## config.mk

```make
export PLATFORM = sky130hd
export DESIGN_NAME = ioc_mismatch_top
export DESIGN_NICKNAME = d
export VERILOG_FILES = /design/src/rtl/ioc_pkg.sv /design/src/rtl/ioc_sync.sv /design/src/rtl/ioc_snapshot.sv /design/src/rtl/ioc_compare.sv /design/src/rtl/ioc_regs.sv /design/src/rtl/ioc_mismatch_top.sv
export SDC_FILE = /design/constraint.sdc
export NUM_CORES = 1
export LEC_CHECK = 0
export BUFFER_PORTS_ARGS = -buffer_cell sky130_fd_sc_hd__buf_4
export CAP_MARGIN = 0
export CELL_PAD_IN_SITES_DETAIL_PLACEMENT = 0
export CELL_PAD_IN_SITES_GLOBAL_PLACEMENT = 1
export CORE_MARGIN = 2
export CORE_UTILIZATION = 42
export DETAILED_ROUTE_END_ITERATION = 10
export PLACE_DENSITY_LB_ADDON = 0.3
export SYNTH_ARGS = -nofsm -noshare
export SYNTH_HDL_FRONTEND = slang
export SYNTH_SLANG_ARGS = --single-unit
export TNS_END_PERCENT = 10
```

## constraint.sdc

```tcl
create_clock -name clk -period 1.62 [get_ports clk]
set_clock_uncertainty 0.05 [all_clocks]
set_input_delay 0 -clock clk [delete_from_list [all_inputs] [get_ports clk]]
set_output_delay 0 -clock clk [all_outputs]
set_load 0.05 [all_outputs]
```

## src/rtl/ioc_pkg.sv

```systemverilog
package ioc_pkg;

    localparam int unsigned REG_PORT = 0;
    localparam int unsigned REG_EN   = 1;
    localparam int unsigned REG_FLAG = 2;
    localparam int unsigned FLAG_BIT = 0;

    typedef struct packed {
        logic port_acc;
        logic en_wr;
        logic flag_clr;
    } ioc_op_t;

endpackage

```

## src/rtl/ioc_sync.sv

```systemverilog
module ioc_sync #(
    parameter int unsigned W      = 8,
    parameter int unsigned STAGES = 2
) (
    input  logic         clk,
    input  logic         por_n,
    input  logic [W-1:0] din,
    output logic [W-1:0] dout
);

    typedef struct packed {
        logic [STAGES-1:0][W-1:0] stg;
    } sync_state_t;

    sync_state_t s_d, s_q;

    always_comb begin
        s_d        = s_q;
        s_d.stg[0] = din;
        for (int i = 1; i < int'(STAGES); i++) begin
            s_d.stg[i] = s_q.stg[i-1];
        end
    end

    always_ff @(posedge clk or negedge por_n) begin
        if (!por_n) begin
            s_q <= '0;
        end else begin
            s_q <= s_d;
        end
    end

    assign dout = s_q.stg[STAGES-1];

endmodule

```

## src/rtl/ioc_snapshot.sv

```systemverilog
module ioc_snapshot #(
    parameter int unsigned W     = 8,
    parameter int unsigned PRIME = 3
) (
    input  logic         clk,
    input  logic         por_n,
    input  logic [W-1:0] pin_s,
    input  logic         load,
    output logic [W-1:0] snap,
    output logic         valid
);

    localparam int unsigned CNT_W = $clog2(PRIME + 1);

    typedef struct packed {
        logic [W-1:0]     snap;
        logic [CNT_W-1:0] cnt;
    } snap_state_t;

    snap_state_t s_d, s_q;

    assign valid = (s_q.cnt == CNT_W'(PRIME));
    assign snap  = s_q.snap;

    // Priming: follow the pins until the synchroniser holds real values.
    always_comb begin
        s_d = s_q;
        if (!valid) begin
            s_d.snap = pin_s;
            s_d.cnt  = s_q.cnt + CNT_W'(1);
        end else if (load) begin
            s_d.snap = pin_s;
        end
    end

    // Only power-on reset reaches this register.
    always_ff @(posedge clk or negedge por_n) begin
        if (!por_n) begin
            s_q <= '0;
        end else begin
            s_q <= s_d;
        end
    end

endmodule

```

## src/rtl/ioc_compare.sv

```systemverilog
module ioc_compare #(
    parameter int unsigned W = 8
) (
    input  logic [W-1:0] pin_s,
    input  logic [W-1:0] snap,
    input  logic [W-1:0] en,
    input  logic         valid,
    output logic [W-1:0] mis_vec,
    output logic         mis_any
);

    for (genvar i = 0; i < int'(W); i++) begin : g_pin
        always_comb begin
            mis_vec[i] = valid & en[i] & (pin_s[i] ^ snap[i]);
        end
    end

    assign mis_any = |mis_vec;

endmodule

```

## src/rtl/ioc_regs.sv

```systemverilog
module ioc_regs
    import ioc_pkg::*;
#(
    parameter int unsigned W      = 8,
    parameter int unsigned ADDR_W = 2,
    parameter int unsigned DATA_W = 8
) (
    input  logic              clk,
    input  logic              por_n,
    input  logic              rst_n,
    input  logic              bus_rd,
    input  logic              bus_wr,
    input  logic [ADDR_W-1:0] bus_addr,
    input  logic [DATA_W-1:0] bus_wdata,
    input  logic [W-1:0]      pin_s,
    input  logic              mis_any,
    output logic [W-1:0]      en,
    output logic              flag,
    output logic [DATA_W-1:0] rdata,
    output ioc_op_t           op
);

    typedef struct packed {
        logic [W-1:0] en;
    } cfg_state_t;

    typedef struct packed {
        logic flag;
    } stat_state_t;

    cfg_state_t  cfg_d, cfg_q;
    stat_state_t stat_d, stat_q;
    logic        flag_rst_n;

    assign flag_rst_n = por_n & rst_n;

    always_comb begin
        op.port_acc = (bus_rd | bus_wr) && (bus_addr == ADDR_W'(REG_PORT));
        op.en_wr    = bus_wr && (bus_addr == ADDR_W'(REG_EN));
        op.flag_clr = bus_wr && (bus_addr == ADDR_W'(REG_FLAG)) && !bus_wdata[FLAG_BIT];
    end

    always_comb begin
        cfg_d = cfg_q;
        if (op.en_wr) begin
            cfg_d.en = bus_wdata[W-1:0];
        end
    end

    // Set wins over clear.
    always_comb begin
        stat_d = stat_q;
        if (op.flag_clr) begin
            stat_d.flag = 1'b0;
        end
        if (mis_any) begin
            stat_d.flag = 1'b1;
        end
    end

    always_ff @(posedge clk or negedge por_n) begin
        if (!por_n) begin
            cfg_q <= '0;
        end else begin
            cfg_q <= cfg_d;
        end
    end

    always_ff @(posedge clk or negedge flag_rst_n) begin
        if (!flag_rst_n) begin
            stat_q <= '0;
        end else begin
            stat_q <= stat_d;
        end
    end

    always_comb begin
        rdata = '0;
        if (bus_rd) begin
            if (bus_addr == ADDR_W'(REG_PORT)) begin
                rdata[W-1:0] = pin_s;
            end else if (bus_addr == ADDR_W'(REG_EN)) begin
                rdata[W-1:0] = cfg_q.en;
            end else if (bus_addr == ADDR_W'(REG_FLAG)) begin
                rdata[FLAG_BIT] = stat_q.flag;
            end
        end
    end

    assign en   = cfg_q.en;
    assign flag = stat_q.flag;

endmodule

```

## src/rtl/ioc_mismatch_top.sv

```systemverilog
module ioc_mismatch_top
    import ioc_pkg::*;
#(
    parameter int unsigned N_PINS      = 8,
    parameter int unsigned ADDR_W      = 2,
    parameter int unsigned DATA_W      = 8,
    parameter int unsigned SYNC_STAGES = 2
) (
    input  logic              clk,
    input  logic              por_n,
    input  logic              rst_n,
    input  logic [N_PINS-1:0] pins_in,
    input  logic              bus_rd,
    input  logic              bus_wr,
    input  logic [ADDR_W-1:0] bus_addr,
    input  logic [DATA_W-1:0] bus_wdata,
    output logic [DATA_W-1:0] bus_rdata,
    output logic              change_flag,
    output logic              wake_req
);

    localparam int unsigned PRIME = SYNC_STAGES + 1;

    logic [N_PINS-1:0] pin_s;
    logic [N_PINS-1:0] snap;
    logic              snap_valid;
    logic [N_PINS-1:0] en;
    logic [N_PINS-1:0] mis_vec;
    logic              mis_any;
    ioc_op_t           op;

    ioc_sync #(.W(N_PINS), .STAGES(SYNC_STAGES)) sync_i (
        .clk   (clk),
        .por_n (por_n),
        .din   (pins_in),
        .dout  (pin_s)
    );

    ioc_snapshot #(.W(N_PINS), .PRIME(PRIME)) snap_i (
        .clk   (clk),
        .por_n (por_n),
        .pin_s (pin_s),
        .load  (op.port_acc),
        .snap  (snap),
        .valid (snap_valid)
    );

    ioc_compare #(.W(N_PINS)) cmp_i (
        .pin_s   (pin_s),
        .snap    (snap),
        .en      (en),
        .valid   (snap_valid),
        .mis_vec (mis_vec),
        .mis_any (mis_any)
    );

    ioc_regs #(.W(N_PINS), .ADDR_W(ADDR_W), .DATA_W(DATA_W)) regs_i (
        .clk       (clk),
        .por_n     (por_n),
        .rst_n     (rst_n),
        .bus_rd    (bus_rd),
        .bus_wr    (bus_wr),
        .bus_addr  (bus_addr),
        .bus_wdata (bus_wdata),
        .pin_s     (pin_s),
        .mis_any   (mis_any),
        .en        (en),
        .flag      (change_flag),
        .rdata     (bus_rdata),
        .op        (op)
    );

    assign wake_req = change_flag;

endmodule

```

-- Yosys cells after proc, flatten, opt, wreduce, memory -nomap -nowiden
Index checks and enable logic that the tools add are counted.
- mux-type cells: 9
- add/subtract/negate cells: 1
- equal/unequal tests: 4
- bitwise logic cells: 26
- reduce and logical (&&, ||, !) cells: 8
- operators by type and width (cell ; count):
    8-bit two-way mux ; 4
    1-bit bitwise AND ; 17
    8-bit OR reduction ; 1
    1-bit XOR ; 8
    7-bit two-way mux ; 1
    2-bit == test, second input constant ; 2
    1-bit logical AND ; 4
    1-bit two-way mux ; 4
    2-bit by 1-bit adder with 2-bit output, second input constant ; 1
    2-bit by 1-bit == test with 1-bit output, second input constant ; 1
    2-bit logical NOT ; 1
    2-bit inequality test, second input constant ; 1
    2-bit nonzero test ; 1
    1-bit logical NOT ; 1
    1-bit bitwise OR ; 1
- input bits: 23
- output and inout bits: 10
- bits in registers: 35
- word-level logic and storage cells: 54

-- Logic depth before layout (Yosys ltp)
Gate-level depths: netlist of run 1.
- depth after elaboration: 5
- mapped depth: 4
- gate-level depth less buffers: 4

-- Cells and area by module
Synthesis of run 1 repeated with hierarchy kept, for this count alone.
- cells, all modules: 120
- area total of the unflattened synthesis: 1625.3 um2
- by module, submodules not included (module ; cells each ; seq. area each (um2) ; area each (um2) ; instances):
    ioc_regs ; 45 ; 225.2 ; 516.7 ; 1
    ioc_snapshot ; 32 ; 250.2 ; 493.0 ; 1
    ioc_sync ; 16 ; 400.4 ; 400.4 ; 1
    ioc_compare ; 26 ; 0.0 ; 207.7 ; 1
    ioc_mismatch_top ; 1 ; 0.0 ; 7.5 ; 1

-- Worst setup path after synthesis of run 1
No wires, ideal clock.
- path kind: register to output
- start: register regs_i.stat_q, in the netlist regs_i.flag
- end: output bus_rdata[0]
- arrival: 1.332 ns
- path slack: 0.238 ns
- stages on the path, launching flop included: 4
- path buffers: 0
- data required time: 1.570 ns
- cell sequence: dfrtp_1 -> mux2i_1 -> o21ai_0 -> and2_1
- longest elaborated chain between the ends: 4
- ends and longest elaborated chain (what ; line ; RTL):
    from (decl) ; ioc_regs.sv:32 ; stat_state_t stat_d, stat_q;
    from (signal assigned) ; ioc_regs.sv:73 ; stat_q <= stat_d;
    1-bit two-way mux ; ioc_regs.sv:84 ; end else if (bus_addr == ADDR_W'(REG_FLAG)) begin
    1-bit two-way mux ; ioc_regs.sv:82 ; end else if (bus_addr == ADDR_W'(REG_EN)) begin
    8-bit two-way mux ; ioc_regs.sv:80 ; if (bus_addr == ADDR_W'(REG_PORT)) begin
    8-bit two-way mux ; ioc_regs.sv:79 ; if (bus_rd) begin
    to (decl) ; ioc_mismatch_top.sv:17 ; output logic [DATA_W-1:0] bus_rdata,
No other way between the ends.

-- Final worst setup path of run 1
- start: register snap_i.s_q[0] (netlist name)
- end: register snap_i.s_q (netlist bit snap_i.snap[6])
- longest elaborated chain between the ends: 2
- elaborated cells on any way between the ends: 3
- those cells by class: 2 x eq/ne; 1 x mux
- ends and longest elaborated chain (what ; line ; RTL):
    from (decl) ; ioc_snapshot.sv:20 ; snap_state_t s_d, s_q;
    from (signal assigned) ; ioc_snapshot.sv:39 ; s_q <= '0;
    from (signal assigned) ; ioc_snapshot.sv:41 ; s_q <= s_d;
    2-bit == test * ; ioc_snapshot.sv:22 ; assign valid = (s_q.cnt == CNT_W'(PRIME));
    2-bit inequality test (no line) or 8-bit two-way mux (tied branches) ; n/a ;
Every way passes the cells marked *; elsewhere a longest branch is shown, timed or not.
A chain may end at the register's enable or synchronous reset.

==> results of run 1 <==
==> Yosys cell counts <==
cell       instances
dfrtp_1           35
mux2_2            17
mux2i_1            8
nor2_1             8
xor2_1             8
a22oi_1            4
and2_1             2
a22o_1             1
buf_4              1
buf_6              1
ha_1               1
nand2b_1           1
nand3b_1           1
nand3b_2           1
nand4_1            1
nand4bb_1          1
o21ai_0            1
o31ai_4            1
xnor2_1            1
==> worst paths after layout <==
check | start | to | slack [ps] | cells after the start
worst max register to register | snap_i.s_q[0] | snap_i.snap[6] | 230 | 3
worst min-delay path | bus_addr[1] | regs_i.flag | 20 | 3
max in group asynchronous | por_n | regs_i.flag | 480 | 4
worst max-delay path | snap_i.s_q[0] | snap_i.snap[6] | 230 | 3
min in group asynchronous | por_n | regs_i.en[0] | 100 | 2
worst min register to register | sync_i.s_d[15] | sync_i.dout[7] | 300 | 0
==> state kept, by name, indices dropped and copies added (netlist names) <==
register	cells
sync_i.dout	8
sync_i.s_d	8
regs_i.en	8
regs_i.flag	1
snap_i.snap	8
snap_i.s_q	2
==> layout make-up <==
class                           instances  area, µm²
Clock buffer                            6       41.3
Fill cell                             274       1360
Multi-Input combinational cell         57        513
Sequential cell                        35        876
Tap cell                               46       57.6
Timing Repair Buffer                   52        440
==> report_power, final <==
| part | leakage [nW] | switching [mW] | internal, mW |
|---|---|---|---|
| Combinational | 0.450 | 0.164 | 0.197 |
| Clock | 0.0242 | 0.256 | 0.154 |
| Sequential | 0.402 | 0.0662 | 0.967 |
==> critical path, delay by kind of cell (launching register included) <==
family | cells | cell delay (ps)
AO/OA/AOI/OAI | 1 | 150
adder cells (fa/ha/maj) | 1 | 290
flip-flops | 1 | 400
multiplexers | 1 | 390
==> routing by layer <==
layer / vias to the layer above / track usage [%]
met5: - / 0
met4: 0 / 4.56
met3: 2 / 6.21
met2: 27 / 27.8
met1: 446 / 19.5
li1: 445 / -
==> cells by family (layout without fill, tap and decap cells) <==
logic type	Yosys count	count (layout)
xor+xnor	9	9
compound gates	7	7
mux	25	25
simple gates	15	15
flops	35	35
buf+inv	2	58
fa+ha+maj	1	1
==> flow_summary.toml, run 1 <==
[cts]
clock-root-buffer = "clkbuf_4"
post_cts_buffers = 0
hold_buffers = 20
clock_latency_ps = 330
tritoncts.num_buffers = 5
clk_path_buf_depth = 2
cts.sinks = 35
path_clk_slew_ps = 90
htreeDepth = 2
tritoncts = "built"
cts_resized = 0

[yosys]
ys_ff_latch = 35
synth_area_per_cell_um2 = 15.0
ys_seq_area_share_pct = 62.2
yosysWarnings = 0
syn-instance-count = 94
yosysTopAreaCellShare_pct = 62.2
synth_compound_area_share_pct = 4.62
synthSimpleGateAreaFrac_pct = 6.04
synthAdderAreaFrac_pct = 0.889
synth_top_area_cell = "dfrtp_1"
ys_types = 19
synthXorXnorAreaFrac_pct = 5.60
netlist_top_cells_area = "dfrtp_1 62%, mux2_2 14%, mux2i_1 5.7%, xor2_1 5.0%, a22oi_1 2.1%"
synth_top_family_by_area = "multiplexers"
synth_nets = 118
synth_area_um2 = 1410
synth_mux_area_share_pct = 19.3

[sta]
setup_tns_ps = 0
final.period_utilization_pct = 86.0
relSlewSlack_pct = 69.5
maxSlewViolCount = 0
rsz0062_at_grt = "false"
clock.fmax_mhz = 718
tightestPinTransition_ps = 457
setup_violations = 0
whs_ps = 16.4
finalCriticalPeriod_ps = 1390
hold_violations = 0
fin_ws_ps = 227

[floorplanning]
die_area_um2 = 3830
die_x_um = 61.9
fp.coreArea_um2 = 3280
die_y_um = 61.9
io_pins = 33
rows = 21
initial_core_util_pct = 42.9

[layout]
final_util_pct = 58.7
post_route_cells_drive_above_1_share_pct = 37.3
fin_area_um2 = 1930
stdcell_count = 196
areaGrowthSynthToFinish_pct = 37.0
layout.nets = 175
num_antenna_cells = 0
final_common_cell = "dfrtp_1"
final_cell_mix = "35 x dfrtp_1, 32 x buf_4, 20 x dlygate4sd3_1, 17 x mux2_2"

[route]
final_antenna_net_count = 0
wl_mm = 2.65
top_layer = "met4"
num_vias = 920
viasPerCell = 4.69
initialDrtViolationCount = 47
dr_wl_met2_mm = 1.27
route.detailed.drc = 0
met1Wirelength_mm = 1.24
routed-wl-met3_um = 119
routedWlPerCell_um = 13.5
firstDrtPassIters = 3

[power_and_ir_drop]
power_mw = 1.81
cellPowerDensity_nw_per_um2 = 936
ir_drop_mv = 0.476
p_leak_nw = 0.876

[min_path]
hold_path.class = "in -> reg"

[worst_setup_path]
worstPathRequired_ps = 1790
path_max_fanout = 8
cp_data_arrival_time_ps = 1560
crit_chain = "ha_1 -> o31ai_4 -> mux2_2"
critPathLaunchType = "flip-flop"
cp_slowest_stage_delay_ps = 400
end_kind = "flip-flop"
cp_slowest_cell = "dfrtp_1"
path_class = "reg -> reg"

[status]
status = "completed"

[grt]
grt_pass1_vias = 959
grt_overflow = 0
grt_pass1_wl_mm = 4.33
grt_usage_pct = 16.4
antenna_found_initial = 0
grt_max_degree = 36

[run]
drv_cap = 0

[place]
dp_hpwl_mm = 1.70
gp_congestion = 0.675
port_buffers = 32
pre_cts_ws_ps = 226
dpl-instance-area_um2 = 1690
place_inst = 170
No activity file was read; power rests on OpenSTA's default activity.
==> run 2: changes to the inputs <==
--- a/config.mk
+++ b/config.mk
@@ -10,7 +10,8 @@
 export CELL_PAD_IN_SITES_DETAIL_PLACEMENT = 0
 export CELL_PAD_IN_SITES_GLOBAL_PLACEMENT = 1
 export CORE_MARGIN = 2
-export CORE_UTILIZATION = 42
+export CORE_UTILIZATION = 44
+export CTS_BUF_LIST = sky130_fd_sc_hd__clkbuf_8
 export DETAILED_ROUTE_END_ITERATION = 10
 export PLACE_DENSITY_LB_ADDON = 0.3
 export SYNTH_ARGS = -nofsm -noshare
==> run 2 against run 1 <==
  * Cell count fell by 0.51%
  * Maximum frequency is 0.63% lower
  * First-iteration DRC count fell by 53%
  * Via count is 0.43% lower
  * Die area is 4.3% lower
  * Setup slack worse by 8.8 ps
  * Design area is 1.8% higher
  * Non-clock buffer count shrank 1
  * Sequential power about the same
  * Utilization grew 5.6 points
  * Register-to-register slack about the same
  * Clock-buffer cell count fell by 1
  * Largest cell class unchanged
  * Largest power group unchanged
==> flow_summary.toml, run 2 (synthesis gave the netlist of run 1 again) <==
[status]
status = "completed"

[sta]
hold_violations = 0
finalCriticalPeriod_ps = 1400
tightestPinTransition_ps = 469
relSlewSlack_pct = 68.7
clock.fmax_mhz = 713
maxSlewViolCount = 0
setup_violations = 0
whs_ps = 34.8
rsz0062_at_grt = "false"
final.period_utilization_pct = 86.5
setup_tns_ps = 0

[grt]
grt_max_degree = 36
antenna_found_initial = 0
grt_usage_pct = 17.5
grt_pass1_wl_mm = 4.41
grt_pass1_vias = 1001
grt_overflow = 0

[cts]
tritoncts = "built"
clock_latency_ps = 290
hold_buffers = 19
cts_resized = 0
clock-root-buffer = "clkbuf_8"
post_cts_buffers = 0
clk_path_buf_depth = 2
tritoncts.num_buffers = 5
htreeDepth = 2
path_clk_slew_ps = 70
cts.sinks = 35

[worst_setup_path]
path_class = "reg -> reg"
end_kind = "flip-flop"
cp_slowest_stage_delay_ps = 400
crit_buf_inv = 0
worstPathRequired_ps = 1740
cp_data_arrival_time_ps = 1520
cp_top_family = "flip-flops"
critPathLaunchType = "flip-flop"
worstReg2RegStart = "snap_i.s_q[0]"
path_max_fanout = 8
cp_slowest_cell = "dfrtp_1"
critPathLaunch = "snap_i.s_q[0]"
crit_chain = "ha_1 -> o31ai_4 -> mux2_2"
rrSetupSlack_ps = 220

[layout]
post_route_cells_drive_above_1_share_pct = 39.1
num_antenna_cells = 0
final_cell_mix = "35 x dfrtp_1, 32 x buf_4, 19 x dlygate4sd3_1, 17 x mux2_2"
areaGrowthSynthToFinish_pct = 39.5
fillers = 267
fin_area_um2 = 1960
layout.nets = 174
final_common_cell = "dfrtp_1"
stdcell_count = 195

[place]
place_inst = 168
dp_hpwl_mm = 1.78
dpl-instance-area_um2 = 1680
gp_congestion = 0.715
port_buffers = 32

[power_and_ir_drop]
p_leak_nw = 0.888
cellPowerDensity_nw_per_um2 = 1020
p_clk_share_pct = 30.3
p_int_mw = 1.46
switching_share_pct = 26.8
p_switching_uw = 534
ir_drop_mv = 0.714
combPwrFrac_pct = 17.8
power_mw = 2.00
pwr-share-seq_pct = 51.8

[route]
num_vias = 916
routedWlPerCell_um = 13.3
final_antenna_net_count = 0
route.detailed.drc = 0
firstDrtPassIters = 4
viasPerCell = 4.70
initialDrtViolationCount = 22
wl_mm = 2.59

[run]
drv_cap = 0

[floorplanning]
fp.coreArea_um2 = 3050
die_area_um2 = 3670
initial_core_util_pct = 46.1
rows = 20
die_x_um = 60.6
die_y_um = 60.6
io_pins = 33

[min_path]
holdCritStartpoint = "bus_wr"
hold_path.class = "in -> reg"
run 2: area by class of cell:
class / count / area, µm² / area share (%)
clock inverter: 3 / 20.0 / 1.02
clock buffer: 5 / 68.8 / 3.51
timing repair buffer: 51 / 430 / 21.9
tap: 44 / 55.1 / 2.80
multi-input combinational: 57 / 513 / 26.1
sequential: 35 / 876 / 44.6
run 2: path summary, 6_finish.rpt:
kind                             endpoint  cells after the start
max reg2reg                snap_i.snap[3]                      3
min                           regs_i.flag                      3
max                        snap_i.snap[3]                      3
max in group asynchronous     regs_i.flag                      4
min in group asynchronous  snap_i.snap[4]                      2
min reg2reg                sync_i.dout[7]                      0
run 2: worst min-delay path: stages:
cell       delay (ps)
buf_4             120
nand4bb_1         100
a22o_1            120
run 2: stage by stage:
stage / worst slack (ps) / util (%)
global route: 164 / 64.3
finish: 218 / 64.3
detailed placement: 223 / 55.2
floorplan: 238 / -
CTS: 212 / 64.3
global placement: 278 / 55.2
run 2: per-layer routing:
| metal | global-route usage [%] | part of all wire (%) | vias up | wire [µm] |
|---|---|---|---|---|
| met1 | 20.5 | 43 | 436 | 1100 |
| met5 | 0 | 0 | - | 0 |
| met3 | 6.40 | 6.0 | 6 | 154 |
| met2 | 28.9 | 49 | 31 | 1270 |
| li1 | - | - | 443 | - |
| met4 | 7.45 | 2.1 | 0 | 53 |
run 2: power by group through the flow:
| stage | sequential [mW] | clock [mW] | combinational, mW |
|---|---|---|---|
| floorplan | 1.03 | 0 | 0.215 |
| global placement | 1.05 | 0 | 0.315 |
| detailed placement | 1.05 | 0 | 0.326 |
| CTS | 1.04 | 0.625 | 0.363 |
| global route | 1.05 | 0.678 | 0.394 |
| finish | 1.04 | 0.606 | 0.356 |
==> run 3: changes to the inputs <==
--- a/config.mk
+++ b/config.mk
@@ -7,12 +7,11 @@
 export LEC_CHECK = 0
 export BUFFER_PORTS_ARGS = -buffer_cell sky130_fd_sc_hd__buf_4
 export CAP_MARGIN = 0
-export CELL_PAD_IN_SITES_DETAIL_PLACEMENT = 0
-export CELL_PAD_IN_SITES_GLOBAL_PLACEMENT = 1
 export CORE_MARGIN = 2
-export CORE_UTILIZATION = 44
+export CORE_UTILIZATION = 54
 export CTS_BUF_LIST = sky130_fd_sc_hd__clkbuf_8
 export DETAILED_ROUTE_END_ITERATION = 10
+export MAX_ROUTING_LAYER = met4
 export PLACE_DENSITY_LB_ADDON = 0.3
 export SYNTH_ARGS = -nofsm -noshare
 export SYNTH_HDL_FRONTEND = slang
==> run 3 against run 2 <==
  * First-iteration DRC count down 82%
  * Setup slack worse by 4.8 ps
  * Utilization up 15 points
  * Total power up 2.7%
  * Hold slack worse by 9.6 ps
  * Via count unchanged
  * Clock-buffer cell count up 2
  * Maximum frequency down 0.34%
  * Non-clock buffer count unchanged
  * Sequential share of layout area up 0.14 points
  * Clock power up 9.4%
  * Cell count down 7.2%
  * Critical path type unchanged
  * Critical endpoint is now snap_i.snap[5]
  * Largest power group unchanged
  * Highest routed layer unchanged
==> flow_summary.toml, run 3 (synthesis gave the netlist of run 1 again) <==
[cts]
cts.sinks = 35
tritoncts.num_buffers = 5
clk_path_buf_depth = 2
tritoncts = "built"
clock_latency_ps = 280
cts_resized = 0
clock-root-buffer = "clkbuf_8"
htreeDepth = 2
post_cts_buffers = 0
path_clk_slew_ps = 70

[power_and_ir_drop]
p_switching_uw = 505
switching_share_pct = 24.6
ir_drop_mv = 0.937
combPwrFrac_pct = 17.2
p_leak_nw = 0.903
p_int_mw = 1.55
pwr-share-seq_pct = 50.5
p_clk_share_pct = 32.3
power_mw = 2.05
cellPowerDensity_nw_per_um2 = 1050

[sta]
final.period_utilization_pct = 86.8
finalCriticalPeriod_ps = 1410
whs_ps = 25.2
setup_violations = 0
relSlewSlack_pct = 69.8
maxSlewViolCount = 0
clock.fmax_mhz = 711
fin_ws_ps = 213
rsz0062_at_grt = "false"
setup_tns_ps = 0
tightestPinTransition_ps = 453
hold_violations = 0

[worst_setup_path]
r2r_cells = 3
path_max_fanout = 8
critPathLaunchType = "flip-flop"
rrSetupSlack_ps = 210
reg2reg_to = "snap_i.snap[5]"
end_kind = "flip-flop"
path_class = "reg -> reg"
worstPathRequired_ps = 1740
worstReg2RegStart = "snap_i.s_q[0]"
cp_data_arrival_time_ps = 1520

[route]
wl_mm = 2.52
viasPerCell = 5.06
routed-wl-met3_um = 143
num_vias = 916
final_antenna_net_count = 0
routedWlPerCell_um = 13.9
route.detailed.drc = 0
top_layer = "met4"
initialDrtViolationCount = 4
dr_wl_met2_mm = 1.20
met1Wirelength_mm = 1.13
firstDrtPassIters = 4

[layout]
stdcell_count = 181
final_common_cell = "dfrtp_1"
num_antenna_cells = 0
layout.nets = 174
post_route_cells_drive_above_1_share_pct = 38.4
final_cell_mix = "35 x dfrtp_1, 32 x buf_4, 19 x dlygate4sd3_1, 17 x mux2_2"
fillers = 157
areaGrowthSynthToFinish_pct = 39.0

[place]
dp_hpwl_mm = 1.63
pre_cts_ws_ps = 233
gp_congestion = 0.681
place_inst = 154
port_buffers = 32

[grt]
grt_overflow = 0
grt_max_degree = 36
grt_usage_pct = 20.6
grt_pass1_wl_mm = 3.84
antenna_found_initial = 0
grt_pass1_vias = 861

[floorplanning]
die_x_um = 55.1
die_area_um2 = 3030
die_y_um = 55.1
rows = 18
fp.coreArea_um2 = 2480
initial_core_util_pct = 56.8
io_pins = 33

[status]
status = "completed"

[min_path]
min_to = "regs_i.flag"
holdCritStartpoint = "bus_wr"
hold_depth = 3
hold_path.class = "in -> reg"

[run]
drv_cap = 0
-- run 3: cell types whose count changed in the layout (fill, tap and decap cells not counted) --
cell,previous run,this run
clkbuf_8,5,7
clkinvlp_4,2,0
clkinv_2,1,0
inv_1,0,1
-- run 3: what timing repair did --
item / CTS / global route
hold buffers: 19 / 0
endpoints found under the setup margin: 0 / 0
hold endpoints to repair: 51 / 0
-- run 3: per-stage QoR --
step / utilization, % / area [µm²]
6_report: 79.0 / 1960
5_1_grt: 79.0 / 1960
4_1_cts: 79.0 / 1960
3_5_place_dp: 67.3 / 1670
3_3_place_gp: 67.3 / 1670
2_1_floorplan: - / 1410
-- run 3: cell type report --
class                   instances  area (µm²)  share of cell area [%]
multi-input cells              57         513                    26.2
clock inverters                 1        3.75                   0.192
clock buffers                   7        96.3                    4.92
flip-flops and latches         35         876                    44.8
repair buffers                 51         430                    22.0
well taps                      30        37.5                    1.92
-- run 3: worst max path at each step --
stage / from / end / slack [ps] / cells after the start
2_1_floorplan: regs_i.flag / bus_rdata[0] / 240 / 3
3_3_place_gp: snap_i.s_q[0] / snap_i.snap[4] / 280 / 3
3_5_place_dp: snap_i.s_q[0] / snap_i.snap[5] / 230 / 3
4_1_cts: snap_i.s_q[0] / snap_i.snap[5] / 200 / 3
5_1_grt: regs_i.flag / bus_rdata[0] / 170 / 4
6_report: snap_i.s_q[0] / snap_i.snap[5] / 210 / 3
-- run 3: metal layers --
layer	GRT usage, %	up-vias
met5	-	-
met4	8.54	0
met3	9.68	6
met2	30.8	30
met1	24.0	440
li1	-	440
-- run 3: power by group through the flow --
stage	logic [mW]	clock network, mW	registers (mW)
3_3_place_gp	0.313	0	1.05
6_report	0.353	0.663	1.03
2_1_floorplan	0.215	0	1.03
5_1_grt	0.385	0.725	1.05
3_5_place_dp	0.322	0	1.05
4_1_cts	0.360	0.688	1.04
-- run 3: critical path: stages (launching register included) --
cell,delay (ps)
dfrtp_1,400
ha_1,300
o31ai_4,150
mux2_2,390
